===== config.mk =====
export PLATFORM = sky130hd
export DESIGN_NAME = vrx_top
export DESIGN_NICKNAME = d
export VERILOG_FILES = /design/src/rtl/vrx_pkg.sv /design/src/rtl/vrx_in_stage.sv /design/src/rtl/vrx_timing.sv /design/src/rtl/vrx_demux.sv /design/src/rtl/vrx_top.sv
export SDC_FILE = /design/constraint.sdc
export NUM_CORES = 1
export LEC_CHECK = 0
export CAP_MARGIN = 20
export CORE_MARGIN = 8
export CORE_UTILIZATION = 51
export DETAILED_ROUTE_END_ITERATION = 6
export HOLD_SLACK_MARGIN = 0.05
export PLACE_DENSITY = 0.9
export SLEW_MARGIN = 20
export SYNTH_ARGS = -nofsm -noshare
export SYNTH_HDL_FRONTEND = slang
export SYNTH_SLANG_ARGS = --single-unit

===== constraint.sdc =====
create_clock -name clk -period 2 [get_ports clk]
set_input_delay 0.3 -clock clk [delete_from_list [all_inputs] [get_ports clk]]
set_output_delay 0.3 -clock clk [all_outputs]
set_load 0.02 [all_outputs]

===== src/rtl/vrx_pkg.sv =====
package vrx_pkg;
  typedef enum logic [1:0] {
    PH_CB = 2'd0,
    PH_Y0 = 2'd1,
    PH_CR = 2'd2,
    PH_Y1 = 2'd3
  } byte_phase_e;

  localparam int unsigned NUM_CTL = 4;
  localparam int unsigned CTL_VREF = 0;
  localparam int unsigned CTL_HREF = 1;
  localparam int unsigned CTL_VACT = 2;
  localparam int unsigned CTL_DVAL = 3;
endpackage


===== src/rtl/vrx_in_stage.sv =====
module vrx_in_stage
  import vrx_pkg::*;
#(
  parameter int unsigned DW = 8
) (
  input  logic               clk,
  input  logic               rst,
  input  logic [DW-1:0]      data_i,
  input  logic [NUM_CTL-1:0] ctl_i,
  output logic [DW-1:0]      data_q,
  output logic [NUM_CTL-1:0] lvl_q,
  output logic [NUM_CTL-1:0] rise_q,
  output logic [NUM_CTL-1:0] fall_q
);
  logic [NUM_CTL-1:0] cur_q;
  logic [NUM_CTL-1:0] prv_q;

  always_ff @(posedge clk) begin
    if (rst) begin
      cur_q  <= '0;
      prv_q  <= '0;
      data_q <= '0;
    end else begin
      cur_q  <= ctl_i;
      prv_q  <= cur_q;
      data_q <= data_i;
    end
  end

  // One edge detector per control line
  for (genvar g = 0; g < NUM_CTL; g++) begin : g_edge
    assign rise_q[g] = cur_q[g] & ~prv_q[g];
    assign fall_q[g] = ~cur_q[g] & prv_q[g];
  end

  assign lvl_q = cur_q;
endmodule


===== src/rtl/vrx_timing.sv =====
module vrx_timing #(
  parameter int unsigned HCW = 12,
  parameter int unsigned VCW = 10
) (
  input  logic           clk,
  input  logic           rst,
  input  logic           href_lvl,
  input  logic           href_rise,
  input  logic           vref_rise,
  input  logic           vref_fall,
  output logic [HCW-1:0] h_cnt_o,
  output logic [VCW-1:0] v_cnt_o,
  output logic           line_start_o,
  output logic           field_start_o,
  output logic           field_odd_o
);
  localparam logic [HCW-1:0] HMAX = {HCW{1'b1}};
  localparam logic [VCW-1:0] VMAX = {VCW{1'b1}};

  always_ff @(posedge clk) begin
    if (rst) begin
      h_cnt_o       <= '0;
      v_cnt_o       <= '0;
      line_start_o  <= 1'b0;
      field_start_o <= 1'b0;
      field_odd_o   <= 1'b0;
    end else begin
      line_start_o  <= href_rise;
      field_start_o <= vref_fall;

      if (href_rise)
        h_cnt_o <= '0;
      else if (h_cnt_o != HMAX)
        h_cnt_o <= h_cnt_o + 1'b1;

      if (vref_rise)
        v_cnt_o <= '0;
      else if (href_rise && (v_cnt_o != VMAX))
        v_cnt_o <= v_cnt_o + 1'b1;

      // polarity taken at the trailing edge of the vertical reference
      if (vref_fall)
        field_odd_o <= href_lvl;
    end
  end
endmodule


===== src/rtl/vrx_demux.sv =====
module vrx_demux
  import vrx_pkg::*;
#(
  parameter int unsigned DW = 8
) (
  input  logic          clk,
  input  logic          rst,
  input  logic [DW-1:0] data_q,
  input  logic          vact_lvl,
  input  logic          accept,
  output logic [DW-1:0] y0_o,
  output logic [DW-1:0] y1_o,
  output logic [DW-1:0] y_o,
  output logic [DW-1:0] cb_o,
  output logic [DW-1:0] cr_o,
  output logic          pix_vld_o,
  output logic          pix_odd_o
);
  byte_phase_e   phase_q;
  logic [DW-1:0] cb_q, y0_q, cr_q;
  logic          pend_q;

  always_ff @(posedge clk) begin
    if (rst) begin
      phase_q   <= PH_CB;
      cb_q      <= '0;
      y0_q      <= '0;
      cr_q      <= '0;
      pend_q    <= 1'b0;
      y0_o      <= '0;
      y1_o      <= '0;
      y_o       <= '0;
      cb_o      <= '0;
      cr_o      <= '0;
      pix_vld_o <= 1'b0;
      pix_odd_o <= 1'b0;
    end else begin
      pix_vld_o <= 1'b0;

      // second pixel of a finished pair
      if (pend_q) begin
        pix_vld_o <= 1'b1;
        pix_odd_o <= 1'b1;
        y_o       <= y1_o;
        pend_q    <= 1'b0;
      end

      if (!vact_lvl) begin
        phase_q <= PH_CB;
      end else if (accept) begin
        unique case (phase_q)
          PH_CB: begin
            cb_q    <= data_q;
            phase_q <= PH_Y0;
          end
          PH_Y0: begin
            y0_q    <= data_q;
            phase_q <= PH_CR;
          end
          PH_CR: begin
            cr_q    <= data_q;
            phase_q <= PH_Y1;
          end
          PH_Y1: begin
            phase_q   <= PH_CB;
            y0_o      <= y0_q;
            y1_o      <= data_q;
            cb_o      <= cb_q;
            cr_o      <= cr_q;
            y_o       <= y0_q;
            pix_vld_o <= 1'b1;
            pix_odd_o <= 1'b0;
            pend_q    <= 1'b1;
          end
        endcase
      end
    end
  end
endmodule


===== src/rtl/vrx_top.sv =====
module vrx_top
  import vrx_pkg::*;
#(
  parameter int unsigned DW  = 8,
  parameter int unsigned HCW = 12,
  parameter int unsigned VCW = 10
) (
  input  logic           clk,
  input  logic           rst,
  input  logic [DW-1:0]  pix_data_i,
  input  logic           vref_i,
  input  logic           href_i,
  input  logic           vact_i,
  input  logic           dval_i,
  output logic [DW-1:0]  y0_o,
  output logic [DW-1:0]  y1_o,
  output logic [DW-1:0]  y_o,
  output logic [DW-1:0]  cb_o,
  output logic [DW-1:0]  cr_o,
  output logic           pix_vld_o,
  output logic           pix_odd_o,
  output logic           line_start_o,
  output logic           field_start_o,
  output logic           field_odd_o,
  output logic [HCW-1:0] h_cnt_o,
  output logic [VCW-1:0] v_cnt_o
);
  logic [NUM_CTL-1:0] ctl_in;
  logic [NUM_CTL-1:0] lvl, rise, fall;
  logic [DW-1:0]      data_q;
  logic               accept;

  always_comb begin
    ctl_in           = '0;
    ctl_in[CTL_VREF] = vref_i;
    ctl_in[CTL_HREF] = href_i;
    ctl_in[CTL_VACT] = vact_i;
    ctl_in[CTL_DVAL] = dval_i;
  end

  vrx_in_stage #(.DW(DW)) u_in (
    .clk    (clk),
    .rst    (rst),
    .data_i (pix_data_i),
    .ctl_i  (ctl_in),
    .data_q (data_q),
    .lvl_q  (lvl),
    .rise_q (rise),
    .fall_q (fall)
  );

  assign accept = lvl[CTL_VACT] & lvl[CTL_DVAL];

  vrx_timing #(.HCW(HCW), .VCW(VCW)) u_tim (
    .clk           (clk),
    .rst           (rst),
    .href_lvl      (lvl[CTL_HREF]),
    .href_rise     (rise[CTL_HREF]),
    .vref_rise     (rise[CTL_VREF]),
    .vref_fall     (fall[CTL_VREF]),
    .h_cnt_o       (h_cnt_o),
    .v_cnt_o       (v_cnt_o),
    .line_start_o  (line_start_o),
    .field_start_o (field_start_o),
    .field_odd_o   (field_odd_o)
  );

  vrx_demux #(.DW(DW)) u_dmx (
    .clk       (clk),
    .rst       (rst),
    .data_q    (data_q),
    .vact_lvl  (lvl[CTL_VACT]),
    .accept    (accept),
    .y0_o      (y0_o),
    .y1_o      (y1_o),
    .y_o       (y_o),
    .cb_o      (cb_o),
    .cr_o      (cr_o),
    .pix_vld_o (pix_vld_o),
    .pix_odd_o (pix_odd_o)
  );
endmodule


### Word level (Yosys, flattened, before mapping)

Index checks and enable logic that the tools add are counted.

| storage, ports and cells | value |
|---|---|
| logic and storage cells | 60 |
| flip-flop bits (word level) | 108 |
| output and inout port bits | 67 |
| input port bits | 14 |

| operators by class | value |
|---|---|
| bitwise logic cells | 9 |
| reductions and logical operators | 10 |
| eq/ne operators | 5 |
| mux-type cells | 14 |
| add/sub/neg operators | 2 |

Operators by type and width:

| kind | count |
|---|---|
| $mux 8 | 4 |
| $add 12x1->12 const B | 1 |
| $ne 12x12->1 const B | 1 |
| $reduce_and 3->1 | 4 |
| $add 10x1->10 const B | 1 |
| $ne 10x10->1 const B | 1 |
| $mux 1 | 9 |
| $pmux 2 s4 | 1 |
| $reduce_or 2->1 | 3 |
| $not 1->1 | 5 |
| $and 1x1->1 | 4 |
| $eq 2x2->1 const B | 2 |
| $reduce_or 3->1 | 1 |
| $eq 2x1->1 const B | 1 |
| $logic_not 2->1 | 1 |
| $logic_and 1x1->1 | 1 |

### Logic depth before layout (Yosys ltp)

| depth | value |
|---|---|
| depth in word-level cells | 4 |
| gate-level depth with buffers | 6 |
| depth with buffers taken out | 5 |

### Cells and area by module

Synthesis repeated with hierarchy kept, for this count alone.

| second synthesis, totals | value |
|---|---|
| cells, all modules | 422 |
| area, all modules | 4,565.6 sq um |

Modules (own cells, without submodules):

| module | cells an instance | area an instance (sq um) | seq. area each (sq um) | instances |
|---|---|---|---|---|
| vrx_demux | 253 | 2,904.0 | 1,381.3 | 1 |
| vrx_timing | 127 | 1,141.1 | 500.5 | 1 |
| vrx_in_stage | 41 | 514.2 | 320.3 | 1 |
| vrx_top | 1 | 6.3 | 0.0 | 1 |

### Least setup slack after synthesis

Ideal clock, no wire load.

| timing path | value |
|---|---|
| path kind | register to register |
| start | register u_tim.h_cnt_o[0] |
| end | register u_tim.h_cnt_o[1] |
| arrival time | 1.530 ns |
| stages on the path, launching flop included | 6 |
| library setup time | 0.124 ns |
| period minus slack after synthesis | 1.654 ns |
| path slack | 0.346 ns |
| data required time | 1.876 ns |
| buffers on the path | 0 |
| cells stage by stage | dfxtp_1 > ha_1 > nand2_1 > nor4_4 > mux2i_1 > nor2_2 |

| between the ends | value |
|---|---|
| word-level cells in the longest chain between the ends | 1 |
| elaborated cells on any way between the ends | 2 |
| classes of those cells | add/sub: 1; eq/ne: 1 |

RTL lines:

| element | line | text |
|---|---|---|
| start, declared | vrx_timing.sv:11 | `output logic [HCW-1:0] h_cnt_o,` |
| start signal, assigned | vrx_timing.sv:34 | `h_cnt_o <= h_cnt_o + 1'b1;` |
| $add 12x1->12 or $ne 12x12->1 (tied branches) | vrx_timing.sv:34, vrx_timing.sv:33 |  |

Several ways; a longest one is shown, not always the timed one.
A chain may end at the register's enable or synchronous reset.

### Final worst setup path

| timing path | value |
|---|---|
| start | register u_tim.h_cnt_o[2] |
| end | output h_cnt_o[2] |

RTL lines:

| element | line | text |
|---|---|---|
| end, declared | vrx_top.sv:25 | `output logic [HCW-1:0] h_cnt_o,` |

No word-level cell between the ends.

==> results.py <==
metrics = {
    "outcome": {
        "status": "finished, final reports clean",
    },
    "timing": {
        "drv_slew": 0,
        "rsz0062_at_grt": "no",
        "final.setup.tns_ns": 0,
        "finalCriticalPeriod_ns": 1.88,
        "tightest_slew_ns": 0.560,
        "setup_viol": 0,
        "fin_worst_skew_ns": 0.0109,
        "worst_slack_ns": 0.124,
        "relSlewSlack": 0.626,
        "hold_viol": 0,
        "min_period_over_period": 0.938,
        "max_clock_freq_mhz": 533,
    },
    "route": {
        "wirelength_mm": 8.89,
        "via_count": 3288,
        "drt-initial-drc-count": 133,
        "wire_per_inst_um": 14.3,
        "drt-pass1-iter-count": 4,
        "avgViaCountPerCell": 5.29,
        "antenna_left": 0,
        "drc_errors": 0,
    },
    "clocking": {
        "postCtsHoldBufs": 0,
        "cts_setup_buffers": 0,
        "numClockSinks": 108,
        "cts-resized-gates": 0,
        "cts_buffer_depth": 2,
        "htreeDepth": 3,
        "numCtsBuffers": 9,
        "tritoncts": "built",
        "clk_pin_slew_worst_paths_ns": 0.10,
        "clk_latency_ns": 0.36,
        "clockRootBuffer": "clkbuf_8",
    },
    "place": {
        "dp_hpwl_mm": 6.38,
        "port_buffers": 80,
        "dpl_cell_area_mm2": 0.00490,
        "dp_cells": 606,
        "finalWeightedCongestion": 0.771,
        "place_ws_ns": 0.309,
    },
    "setup_path": {
        "cp-end-kind": "output pin",
        "critical-path-top-delay-family": "buffers and inverters",
        "path_buf_inv": 1,
        "max_stage_delay_ns": 0.70,
        "r2r_cells": 5,
        "crit_required_ns": 1.70,
        "cp.depth": 1,
        "crit_fanout": 8,
        "crit_arrival_ns": 1.58,
        "path_cells": "clkdlybuf4s50_1",
        "critPathLaunchType": "flop",
        "cpMaxStageDelayCell": "clkdlybuf4s50_1",
        "critical_path_class": "reg -> out",
    },
    "final_layout": {
        "final_util": 0.665,
        "finalInstanceArea_mm2": 0.00511,
        "area_growth_pct": 26.8,
        "drive_gt1_frac": 0.0673,
        "diodes": 0,
        "mostFrequentLayoutCells": "dfxtp_1, nand2_1, clkdlybuf4s50_1, a21oi_1, nor2_1",
        "layout_commonest_cell": "dfxtp_1",
        "fin_nets": 535,
        "final_cell_count_no_fill": 622,
    },
    "logic_synthesis": {
        "yosysTopAreaCell": "dfxtp_1",
        "yosysWarnings": 0,
        "synth_seq_cells": 108,
        "yosysSeqAreaShare": 0.536,
        "yosys-top-cells-area": "dfxtp_1, nand2_1, mux2i_1",
        "yosys.area.top_type_share": 0.536,
        "synth.avg_cell_area_um2": 9.10,
        "synth_nets": 463,
        "synthCells": 443,
        "synth.cell_area_mm2": 0.00403,
        "ys_types": 39,
    },
    "die": {
        "die-height_um": 105,
        "io_pins": 81,
        "die_area_mm2": 0.0110,
        "chipWidth_um": 105,
        "fp.coreArea_mm2": 0.00769,
        "placementRows": 32,
        "initial_utilization": 0.524,
    },
    "power": {
        "power.density_mw_per_mm2": 722,
        "power.leakage_nw": 1.97,
        "ir_drop_mv": 0.423,
    },
    "job": {
        "cap_violations": 0,
    },
    "grt": {
        "grtUsageTotal": 0.165,
        "grt_antenna_before_repair": 0,
        "grt_overflow": 0,
        "grt_pass1_vias": 3305,
        "grt_pass1_wl_mm": 15.4,
        "grt_max_degree": 81,
    },
    "min_path": {
        "min_path_type": "in -> reg",
        "hold_depth": 2,
    },
}
power by group:
group	switching [mW]	total [mW]	internal (mW)
registers	0.0316	2.21	2.17
clock network	0.752	1.35	0.598
logic	0.0717	0.134	0.0627
per-layer routing:
metal | global-route usage | routed length [um] | share of wire
met1 | 0.189 | 3820 | 0.43
met2 | 0.272 | 4230 | 0.48
met3 | 0.0614 | 755 | 0.085
met4 | 0.0652 | 95 | 0.011
met5 | 0 | 0 | 0
area by class of cell:
class / instances / area, um2
Tap cell: 102 / 128
Multi-Input combinational cell: 306 / 1750
Inverter: 7 / 26.3
Clock inverter: 7 / 83.8
Clock buffer: 9 / 124
Sequential cell: 108 / 2160
Timing Repair Buffer: 83 / 831
Fill cell: 619 / 2580
cells in the mapped netlist, drive strengths merged:
cell type	instances
nand3b	1
nand4	4
ha	6
nor2b	16
nand4b	1
o311ai	2
mux2i	26
and4	2
xor2	3
or3	4
buf	6
nand3	15
o21ai	7
nor4	1
a311oi	2
nor2	45
a21o	1
and4b	1
a31oi	2
a31o	1
nand2	81
inv	7
o211a	2
dfxtp	108
and3	5
nor3	12
mux2	8
a211oi	3
clkbuf	16
a21oi	50
o41ai	1
o31ai	1
nand2b	3
sequential cells by signal, indices dropped and copies added, names as in the netlist, 2 cells and up:
signal         cells
u_dmx.y_o          8
u_dmx.y0_o         8
u_dmx.cr_q         8
u_dmx.cb_q         8
u_tim.h_cnt_o     12
u_dmx.cb_o         8
u_dmx.cr_o         8
u_in.data_q        8
u_dmx.y1_o         8
u_in.prv_q         2
u_dmx.y0_q         8
u_dmx.phase_q      2
u_tim.v_cnt_o     10
u_in.lvl_q         4
metrics by stage:
stage / hold WS [ns] / total power [mW]
CTS: 0.237 / 3.72
floorplan: 0.428 / 2.33
global route: 0.274 / 3.83
detailed placement: 0.447 / 2.39
finish: 0.256 / 3.69
global placement: 0.435 / 2.39
kinds of logic (layout without fill, tap and decap cells):
family,after synthesis,count (layout),share of synthesized area
AO/OA/AOI/OAI,72,72,0.101
XOR/XNOR,3,3,0.00652
adder cells (fa/ha/maj),6,6,0.0186
AND/OR/NAND/NOR,191,191,0.222
multiplexers,34,34,0.0869
buffers and inverters,29,106,0.0283
flip-flops,108,108,0.536
final timing paths:
kind                    startpoint                 to  slack, ns
setup / recovery  u_tim.h_cnt_o[2]         h_cnt_o[2]       0.12
hold / removal                 rst  u_tim.field_odd_o       0.26
setup reg to reg  u_tim.h_cnt_o[0]   u_tim.h_cnt_o[1]       0.27
hold reg to reg      u_dmx.cr_q[0]      u_dmx.cr_o[0]       0.45
(Power assumes the default switching activity.)
